==> src/rtl/dbg_evt_pkg.sv <==
package dbg_evt_pkg;
   // Status word layout; port index = 63 - (bit number counted from 32 as MSB)
   localparam int POS_IMPR   = 31;
   localparam int POS_TRAP   = 24;
   localparam int POS_IAC1   = 23;
   localparam int POS_DAC1R  = 19;
   localparam int POS_RET    = 15;
   localparam int POS_EXT1   = 10;
   localparam int POS_CNT1   = 8;
   localparam int POS_CINT   = 6;
   localparam int POS_CRET   = 5;
   localparam int POS_OFS_HI = 2;
   localparam int POS_OFS_LO = 1;
   localparam int POS_TRG    = 0;

   localparam logic [31:0] SR_VALID = 32'h81FF_87E7;
   localparam logic [31:0] SR_OFS   = 32'h0000_0006;

   localparam logic [1:0] OFS_PLAIN = 2'b00;
   localparam logic [1:0] OFS_DVC   = 2'b01;
endpackage

==> src/rtl/dbg_evt_qualify.sv <==
module dbg_evt_qualify #(
   parameter int N_IAC = 4,
   parameter int N_DAC = 2,
   parameter int N_EXT = 2,
   parameter int N_CNT = 2,
   parameter int N_SRC = 14
) (
   input  logic               evt_trap,
   input  logic [N_IAC-1:0]   evt_iac,
   input  logic [N_DAC-1:0]   evt_dac,
   input  logic [N_DAC-1:0]   dac_wr,
   input  logic [2*N_DAC-1:0] dac_mode,
   input  logic               evt_ret,
   input  logic [N_EXT-1:0]   evt_ext,
   input  logic [N_CNT-1:0]   evt_cnt,
   input  logic               evt_cint,
   input  logic               evt_cret,
   output logic [N_DAC-1:0]   dac_rd_hit,
   output logic [N_DAC-1:0]   dac_wr_hit,
   output logic [N_SRC-1:0]   src_hit
);
   logic [N_DAC-1:0] dac_any;

   for (genvar k = 0; k < N_DAC; k++) begin : g_dac
      // mode bit 1 enables reads, mode bit 0 enables writes
      assign dac_rd_hit[k] = evt_dac[k] & ~dac_wr[k] & dac_mode[2*k+1];
      assign dac_wr_hit[k] = evt_dac[k] &  dac_wr[k] & dac_mode[2*k];
      assign dac_any[k]    = dac_rd_hit[k] | dac_wr_hit[k];
   end

   assign src_hit = {evt_cret, evt_cint, evt_cnt, evt_ext, evt_ret,
                     dac_any, evt_iac, evt_trap};
endmodule

==> src/rtl/dbg_evt_route.sv <==
module dbg_evt_route #(
   parameter int N_SRC = 14
) (
   input  logic             clk,
   input  logic             rst_n,
   input  logic             edm,
   input  logic             idm,
   input  logic             msr_de,
   input  logic             own_we,
   input  logic [N_SRC-1:0] own_wdata,
   input  logic [N_SRC-1:0] src_hit,
   output logic [N_SRC-1:0] own_q,
   output logic             halt_d,
   output logic             irq_d
);
   logic [N_SRC-1:0] hw_sel;
   logic [N_SRC-1:0] sw_sel;

   always_ff @(posedge clk or negedge rst_n) begin
      if (!rst_n)      own_q <= '0;
      else if (own_we) own_q <= own_wdata;
   end

   assign hw_sel = src_hit & own_q & {N_SRC{edm}};
   assign sw_sel = src_hit & ~hw_sel;
   assign halt_d = |hw_sel;
   assign irq_d  = (|sw_sel) & idm & msr_de;
endmodule

==> src/rtl/dbg_evt_status.sv <==
module dbg_evt_status
   import dbg_evt_pkg::*;
#(
   parameter int N_IAC = 4,
   parameter int N_DAC = 2,
   parameter int N_EXT = 2,
   parameter int N_CNT = 2,
   parameter int SR_W  = 32
) (
   input  logic             clk,
   input  logic             rst_n,
   input  logic             evt_trap,
   input  logic [N_IAC-1:0] evt_iac,
   input  logic [N_DAC-1:0] dac_rd_hit,
   input  logic [N_DAC-1:0] dac_wr_hit,
   input  logic             evt_ret,
   input  logic [N_EXT-1:0] evt_ext,
   input  logic [N_CNT-1:0] evt_cnt,
   input  logic             evt_cint,
   input  logic             evt_cret,
   input  logic             cnt1_trg,
   input  logic             dac_dvc,
   input  logic             dac_xlat_err,
   input  logic             clr_en,
   input  logic [SR_W-1:0]  clr_data,
   output logic [SR_W-1:0]  status
);
   logic [SR_W-1:0] set_v;
   logic [SR_W-1:0] clr_v;
   logic [SR_W-1:0] nxt;
   logic            dac_evt;
   logic [1:0]      ofs_new;

   assign dac_evt = |(dac_rd_hit | dac_wr_hit);
   assign ofs_new = dac_xlat_err ? OFS_PLAIN : (dac_dvc ? OFS_DVC : OFS_PLAIN);
   assign clr_v   = clr_en ? clr_data : '0;

   always_comb begin
      set_v           = '0;
      set_v[POS_TRAP] = evt_trap;
      for (int k = 0; k < N_IAC; k++) set_v[POS_IAC1-k] = evt_iac[k];
      for (int k = 0; k < N_DAC; k++) begin
         set_v[POS_DAC1R-2*k]   = dac_rd_hit[k];
         set_v[POS_DAC1R-2*k-1] = dac_wr_hit[k];
      end
      set_v[POS_RET]  = evt_ret;
      for (int k = 0; k < N_EXT; k++) set_v[POS_EXT1-k] = evt_ext[k];
      for (int k = 0; k < N_CNT; k++) set_v[POS_CNT1-k] = evt_cnt[k];
      set_v[POS_CINT] = evt_cint;
      set_v[POS_CRET] = evt_cret;
      set_v[POS_TRG]  = cnt1_trg;
      set_v[POS_IMPR] = dac_evt & dac_xlat_err;
   end

   always_comb begin
      // set wins over clear on the same bit
      nxt = (status & ~clr_v) | set_v;
      if (dac_evt) nxt[POS_OFS_HI:POS_OFS_LO] = ofs_new;
      nxt = nxt & SR_VALID;
   end

   always_ff @(posedge clk or negedge rst_n) begin
      if (!rst_n) status <= '0;
      else        status <= nxt;
   end
endmodule

==> src/rtl/dbg_evt_router.sv <==
module dbg_evt_router
   import dbg_evt_pkg::*;
#(
   parameter int N_IAC   = 4,
   parameter int N_DAC   = 2,
   parameter int N_EXT   = 2,
   parameter int N_CNT   = 2,
   parameter int SR_W    = 32,
   parameter bit REG_OUT = 1'b1,
   localparam int N_SRC  = 6 + N_IAC + N_DAC + N_EXT + N_CNT - 2
) (
   input  logic               clk,
   input  logic               rst_n,
   input  logic               edm,
   input  logic               idm,
   input  logic               msr_de,
   input  logic               own_we,
   input  logic [N_SRC-1:0]   own_wdata,
   output logic [N_SRC-1:0]   own_q,
   input  logic               evt_trap,
   input  logic [N_IAC-1:0]   evt_iac,
   input  logic [N_DAC-1:0]   evt_dac,
   input  logic [N_DAC-1:0]   dac_wr,
   input  logic [2*N_DAC-1:0] dac_mode,
   input  logic               dac_dvc,
   input  logic               dac_xlat_err,
   input  logic               evt_ret,
   input  logic [N_EXT-1:0]   evt_ext,
   input  logic [N_CNT-1:0]   evt_cnt,
   input  logic               evt_cint,
   input  logic               evt_cret,
   input  logic               cnt1_trg,
   input  logic               clr_en,
   input  logic [SR_W-1:0]    clr_data,
   output logic               halt_req,
   output logic               dbg_irq,
   output logic [SR_W-1:0]    status
);
   if (SR_W != 32) begin : g_bad_width
      $error("dbg_evt_router: status layout needs SR_W == 32");
   end
   if (N_IAC != 4 || N_DAC != 2 || N_EXT != 2 || N_CNT != 2) begin : g_bad_count
      $error("dbg_evt_router: source counts must match the status layout");
   end

   logic [N_DAC-1:0] dac_rd_hit;
   logic [N_DAC-1:0] dac_wr_hit;
   logic [N_SRC-1:0] src_hit;
   logic             halt_d;
   logic             irq_d;

   dbg_evt_qualify #(
      .N_IAC(N_IAC), .N_DAC(N_DAC), .N_EXT(N_EXT), .N_CNT(N_CNT), .N_SRC(N_SRC)
   ) u_qual (
      .evt_trap   (evt_trap),
      .evt_iac    (evt_iac),
      .evt_dac    (evt_dac),
      .dac_wr     (dac_wr),
      .dac_mode   (dac_mode),
      .evt_ret    (evt_ret),
      .evt_ext    (evt_ext),
      .evt_cnt    (evt_cnt),
      .evt_cint   (evt_cint),
      .evt_cret   (evt_cret),
      .dac_rd_hit (dac_rd_hit),
      .dac_wr_hit (dac_wr_hit),
      .src_hit    (src_hit)
   );

   dbg_evt_route #(.N_SRC(N_SRC)) u_route (
      .clk       (clk),
      .rst_n     (rst_n),
      .edm       (edm),
      .idm       (idm),
      .msr_de    (msr_de),
      .own_we    (own_we),
      .own_wdata (own_wdata),
      .src_hit   (src_hit),
      .own_q     (own_q),
      .halt_d    (halt_d),
      .irq_d     (irq_d)
   );

   dbg_evt_status #(
      .N_IAC(N_IAC), .N_DAC(N_DAC), .N_EXT(N_EXT), .N_CNT(N_CNT), .SR_W(SR_W)
   ) u_stat (
      .clk          (clk),
      .rst_n        (rst_n),
      .evt_trap     (evt_trap),
      .evt_iac      (evt_iac),
      .dac_rd_hit   (dac_rd_hit),
      .dac_wr_hit   (dac_wr_hit),
      .evt_ret      (evt_ret),
      .evt_ext      (evt_ext),
      .evt_cnt      (evt_cnt),
      .evt_cint     (evt_cint),
      .evt_cret     (evt_cret),
      .cnt1_trg     (cnt1_trg),
      .dac_dvc      (dac_dvc),
      .dac_xlat_err (dac_xlat_err),
      .clr_en       (clr_en),
      .clr_data     (clr_data),
      .status       (status)
   );

   if (REG_OUT) begin : g_reg_out
      logic halt_q;
      logic irq_q;
      always_ff @(posedge clk or negedge rst_n) begin
         if (!rst_n) begin
            halt_q <= 1'b0;
            irq_q  <= 1'b0;
         end else begin
            halt_q <= halt_d;
            irq_q  <= irq_d;
         end
      end
      assign halt_req = halt_q;
      assign dbg_irq  = irq_q;
   end else begin : g_comb_out
      assign halt_req = halt_d;
      assign dbg_irq  = irq_d;
   end
endmodule

==> config.mk <==
export PLATFORM = sky130hd
export DESIGN_NAME = dbg_evt_router
export DESIGN_NICKNAME = d
export VERILOG_FILES = /design/src/rtl/dbg_evt_pkg.sv /design/src/rtl/dbg_evt_qualify.sv /design/src/rtl/dbg_evt_route.sv /design/src/rtl/dbg_evt_status.sv /design/src/rtl/dbg_evt_router.sv
export SDC_FILE = /design/constraint.sdc
export NUM_CORES = 1
export LEC_CHECK = 0
export ABC_AREA = 1
export CAP_MARGIN = 20
export CORE_ASPECT_RATIO = 1.1
export CORE_MARGIN = 1.5
export CORE_UTILIZATION = 38
export DETAILED_ROUTE_END_ITERATION = 8
export PLACE_DENSITY = 0.89
export SLEW_MARGIN = 30
export SYNTH_ARGS = -nofsm -noshare
export SYNTH_HDL_FRONTEND = slang
export SYNTH_SLANG_ARGS = --single-unit
==> constraint.sdc <==
create_clock -name clk -period 1.7 [get_ports clk]
set_input_delay 0.255 -clock clk [delete_from_list [all_inputs] [get_ports clk]]
set_output_delay 0.255 -clock clk [all_outputs]
set_load 0.01 [all_outputs]
==> metrics, run 1 <==
outcome completed; post-synthesis register bit count 36; Clk Latency, worst-skew pair 290 ps; Crit-path slowest cell clkdlybuf4s50_1; area leader, netlist dfrtp_1; grt total ovfl 0; post-CTS setup buffers 0; met1 WL 1.68 mm; minimum clock period 1530 ps; Final Hold Slack 42.8 ps; H-tree levels 2; Post-synth EDFFs 0; drt total wl 4.54 mm; Top Metal Used met4; largest net degree at the start of global routing 37; Mapped Avg Cell Area 8.88 µm²; die width 68.2 µm; DIE HEIGHT 74.7 µm; CTS resizes 0; crit path cell chain clkdlybuf4s50_1; TritonCTS buffer count 5; IR drop worst, VDD 0.000781 V; setup slack after layout 169 ps; CP Capture Type output port; Synth Area in Simple Gates 23.0%; Synth area leaders dfrtp_1 51%, nand2_1 14%, mux2_2 8.9%; first-pass GRT wire length 7.14 mm; drt first-iter violations 73; Clock power frac 32.4%; part of the cycle the worst path needs 90.1%; hpwl dp 3.65 mm; CTS max path bufs 2; largest family of logic cells by synthesized area simple AND/OR/NAND/NOR gates; DRT Pass-1 Iters 4; CTS Sinks 36; crit-path max cell delay 570 ps; PD cells 799 mW/mm²; Comb pwr share 24.4%; most common cell in the netlist nand2_1; core area 0.00438 mm²; routed length on met2 2.37 mm; FF-to-FF End dbg_irq; worst slew pin tran 779 ps; XOR/XNOR share of the synthesized area 0%; WL met3 421 µm; synth cell count leaders 67 x nand2_1, 36 x dfrtp_1, 18 x nand3_1; setup TNS 0 ps; WP depth 1; number of distinct library cells after synthesis 18; initial antenna violation count 0; routed length per instance 12.7 µm; sequential area share after synthesis 50.7%; Final #Nets 378; async set-reset flop share out of synthesis 100%; Die ar. 0.00509 mm²; post-synthesis cell count 200; Vias 1664; drt drc 0; via count of the first global-routing pass 1662; Routed Antenna Nets 0; row cnt 25; Bufs and invs on worst path 1; RSZ-0062 raised after global routing false; R2R depth 5; Pint 1700 µW; Psw 590 µW; setup slack, reg-to-reg 720 ps; Area Growth Syn to Fin 61.7%; hold-fix buffers at CTS 0; compound-gate portion of the synthesized area 5.99%; GP Congestion 0.803; delay-heaviest family, CP buffers and inverters; n_diodes 0; endpoints failing setup 0; critical path type register to output port; Ports 124; initial cell density of the core 40.5%; Syn. warnings 0; Peak Freq 653 MHz; Worst Path Arrival 1280 ps; clock skew 10.1 ps; Leak 0.00131 µW; Critical Path RT 1440 ps; Worst setup SP type register; Sw Share 25.7%; max-cap violation count 0; share of post-route cells with drive strength above 1 10.2%; mux share of post-synthesis cell area 8.88%; worst r2r src u_route.own_q[10]; root cell of the clock tree clkbuf_8; Synth top area share 50.7%; Slew Viols, Final 0; Via density 4.66; Top FF cell, synth dfrtp_1; final hold vios 0; Place WS 170 ps; TritonCTS clock tree done; total track usage 18.7%; clock-pin slew on the worst setup and hold paths 80 ps; PortBufs 99; relative slew slack 48.0%; power share of the sequential group 43.2%; hold crit path type input port to async pin; critical-path maximum fanout 4; Post-Synth Adder-Cell Area 0%; area of the mapped netlist 0.00178 mm²
[final cells by class]
cell class / instances / area (µm²)
fillers: 367 / 1510
multi-input cells: 143 / 718
clock inverters: 3 / 42.5
inverters: 14 / 52.6
flip-flops and latches: 36 / 901
well taps: 54 / 67.6
clock buffers: 5 / 68.8
repair buffers: 102 / 1020
[placed cells by master, fill, tap and decap left out]
cell	n
buf_4	2
nand2_1	67
nand3_1	18
clkdlybuf4s50_1	98
inv_1	14
clkinvlp_4	1
bufinv_16	1
nand4_1	3
mux2_2	14
nor2_1	11
dfrtp_1	36
clkbuf_8	5
buf_12	1
nand3b_1	1
o21ai_0	2
conb_1	12
a21oi_1	9
a21oi_2	5
buf_2	1
a21o_1	1
clkinv_2	1
[flip-flops by register name, summed over array words and instances, names as in the netlist]
register	cells
dbg_irq	1
halt_req	1
u_route.own_q	14
u_stat.status	20
[metal layers]
| metal | track usage [%] | up-vias |
|---|---|---|
| met5 | 0 | - |
| met4 | 5.33 | 0 |
| met2 | 35.3 | 71 |
| met1 | 19.6 | 768 |
| met3 | 5.98 | 8 |
| li1 | - | 817 |
[logic make-up after synthesis]
group           after synthesis
compound gates               17
buf+inv                      32
flops                        36
mux                          14
other cells                   1
simple gates                100
[through the flow]
stage / instances / power [µW] / util (%) / area, µm²
finish: 357 / 2290 / 65.6 / 2870
global route: 357 / 2410 / 65.6 / 2870
CTS: 357 / 2320 / 65.6 / 2870
detailed placement: 349 / 1570 / 63.0 / 2760
global placement: 349 / 1560 / 63.0 / 2760
floorplan: 211 / 1230 / - / 1820
[how the worst max path moves through the flow]
stage,slack [ps],start,to
final,170,u_route.own_q[8],own_q[8]
after global routing,120,u_route.own_q[3],own_q[3]
after CTS,160,u_route.own_q[8],own_q[8]
after detailed placement,170,dac_wr[0],u_stat.status[2]
after global placement,190,edm,dbg_irq
after floorplan,740,edm,halt_req
[power by group through the flow]
stage,Clock (µW),Combinational (µW),Sequential (µW)
finish,743,560,992
global route,798,614,1000
CTS,758,567,992
detailed placement,0,565,1010
global placement,0,553,1000
floorplan,0,194,1040
(Power assumes the default switching activity.)
==> run 2: changes to the inputs <==
--- a/config.mk
+++ b/config.mk
@@ -5,11 +5,10 @@
 export SDC_FILE = /design/constraint.sdc
 export NUM_CORES = 1
 export LEC_CHECK = 0
-export ABC_AREA = 1
 export CAP_MARGIN = 20
 export CORE_ASPECT_RATIO = 1.1
-export CORE_MARGIN = 1.5
-export CORE_UTILIZATION = 38
+export CORE_MARGIN = 3
+export CORE_UTILIZATION = 37
 export DETAILED_ROUTE_END_ITERATION = 8
 export PLACE_DENSITY = 0.89
 export SLEW_MARGIN = 30
==> metrics, run 2 <==
Final Hold Slack 476 ps; drt first-iter violations 41; first-pass GRT wire length 8.17 mm; Critical Path RT 1440 ps; routed length per instance 15.3 µm; area leader, netlist dfrtp_1; critical-path maximum fanout 4; CTS Sinks 36; crit-path max cell delay 570 ps; grt total ovfl 0; Vias 1572; post-CTS setup buffers 0; area of the mapped netlist 0.00169 mm²; row cnt 25; CP Capture Type output port; clock-pin slew on the worst setup and hold paths 70 ps; final hold vios 0; Synth area leaders dfrtp_1 53%, mux2_2 9.3%, nand2_1 8.5%; initial cell density of the core 38.8%; DIE HEIGHT 76.8 µm; Clk Latency, worst-skew pair 280 ps; endpoints failing setup 0; most common cell after layout, fill and taps aside clkdlybuf4s50_1; fill cell count 338; most frequent cells in the layout 98 x clkdlybuf4s50_1, 38 x nand2_1, 36 x dfrtp_1; die width 70.4 µm; Largest register FFs 20; CTS max path bufs 2; critical path type register to output port; most common cell in the netlist nand2_1; post-synthesis cell count 152; Mapped Avg Cell Area 11.1 µm²; clock skew 5.13 ps; Ports 124; largest net degree at the start of global routing 37; post-synthesis register bit count 36; Post-synth EDFFs 0; Leak 0.00125 µW; H-tree levels 2; synth cell count leaders 38 x nand2_1, 36 x dfrtp_1, 14 x mux2_2; n_diodes 0; Worst setup SP type register; Bufs and invs on worst path 1; share of post-route cells with drive strength above 1 14.7%; Slew Viols, Final 0; Final #Nets 342; Syn. warnings 0; TritonCTS buffer count 5; delay-heaviest family, CP buffers and inverters; Via density 4.91; setup slack, reg-to-reg 350 ps; IR drop worst, VDD 0.000437 V; Crit-path slowest cell clkdlybuf4s50_1; async set-reset flop share out of synthesis 100%; Die ar. 0.00541 mm²; Top Registers u_stat.status x20, u_route.own_q x14; Peak Freq 654 MHz; DRT Pass-1 Iters 4; Top FF cell, synth dfrtp_1; root cell of the clock tree clkbuf_8; PD cells 765 mW/mm²; PortBufs 99; via count of the first global-routing pass 1710; crit path cell chain clkdlybuf4s50_1; hold-fix buffers at CTS 1; FF-to-FF End halt_req; Area Growth Syn to Fin 71.2%; Synth top area share 53.4%; outcome completed; hpwl dp 3.92 mm; drt total wl 4.91 mm; worst r2r src u_route.own_q[1]; core area 0.00435 mm²; Biggest register u_stat.status; TritonCTS clock tree done; Worst Path Arrival 1270 ps; total track usage 19.2%; drt drc 0; sequential area share after synthesis 53.4%; number of distinct library cells after synthesis 25; final core occ 66.5%; hold crit path type input port to async pin; part of the cycle the worst path needs 89.9%; GP Congestion 0.821; R2R depth 4; RSZ-0062 raised after global routing false; Routed Antenna Nets 0; max-cap violation count 0; CTS resizes 0; minimum clock period 1530 ps; initial antenna violation count 0
-- run 2: cell count changes after synthesis, moves of 5 or more --
cell	delta
a21oi_2	-5
a21o_1	+12
a22o_1	+5
nand3_1	-17
nor2_1	-10
a21oi_1	-9
inv_1	-12
nand2_1	-29
-- run 2: how the worst max path moves through the flow --
stage,from,endpoint,slack [ps],cells past startpoint
2_1_floorplan,u_route.own_q[4],halt_req,470,4
3_3_place_gp,edm,dbg_irq,-30,6
3_5_place_dp,edm,dbg_irq,-50,6
4_1_cts,u_route.own_q[10],own_q[10],150,1
5_1_grt,u_route.own_q[11],own_q[11],120,1
6_report,u_route.own_q[10],own_q[10],170,1
-- run 2: area by class of cell --
class / instances / area [µm²] / area share, %
timing repair buffer: 112 / 1110 / 38.4
multi-input combinational: 109 / 707 / 24.5
tap: 54 / 67.6 / 2.34
inverter: 2 / 7.51 / 0.260
sequential: 36 / 901 / 31.2
clock buffer: 7 / 96.3 / 3.33
-- run 2: worst reg2reg max path, cell delays in order, from the launching register on --
cell,delay (ps)
dfrtp_1,410
a22o_1,240
a221oi_1,270
nand3_1,120
o21a_1,200
-- run 2: routing by layer --
metal,global-route usage [%],share of wire [%],vias up
met5,0,0,-
met4,6.70,1.6,0
met3,5.37,7.3,9
met2,33.7,52,68
met1,22.2,39,748
li1,-,-,747
-- run 2: cells by family (layout without fill, tap and decap cells) --
family | count (synthesis) | in the layout | synth area share (%)
AND/OR/NAND/NOR | 46 | 46 | 11.2
flip-flops | 36 | 36 | 53.4
AO/OA/AOI/OAI | 34 | 34 | 16.9
buffers and inverters | 18 | 121 | 7.19
multiplexers | 17 | 17 | 11.1
other | 1 | 12 | 0.222
-- run 2: metrics by stage --
stage / instances / area (µm²) / setup TNS [ps] / power [µW] / worst slack [ps]
after global routing: 320 / 2890 / 0 / 2330 / 123
final: 320 / 2890 / 0 / 2210 / 171
after detailed placement: 312 / 2780 / -47.9 / 1590 / -47.9
after CTS: 320 / 2890 / 0 / 2240 / 153
after global placement: 312 / 2780 / -27.4 / 1570 / -27.4
after floorplan: 163 / 1730 / 0 / 1210 / 466
-- run 2: power breakdown --
group	leakage, µW	switching [µW]	total, µW	internal [µW]
sequential	0.000407	59.4	991	931
combinational	0.000794	210	577	367
clock	0.0000503	282	643	361
total	0.00125	552	2210	1660
==> run 3: changes to the inputs <==
--- a/config.mk
+++ b/config.mk
@@ -5,7 +5,6 @@
 export SDC_FILE = /design/constraint.sdc
 export NUM_CORES = 1
 export LEC_CHECK = 0
-export CAP_MARGIN = 20
 export CORE_ASPECT_RATIO = 1.1
 export CORE_MARGIN = 3
 export CORE_UTILIZATION = 37
==> results of run 3 <==
Same layout as run 2: the final DEF is identical, and so are final timing and power.
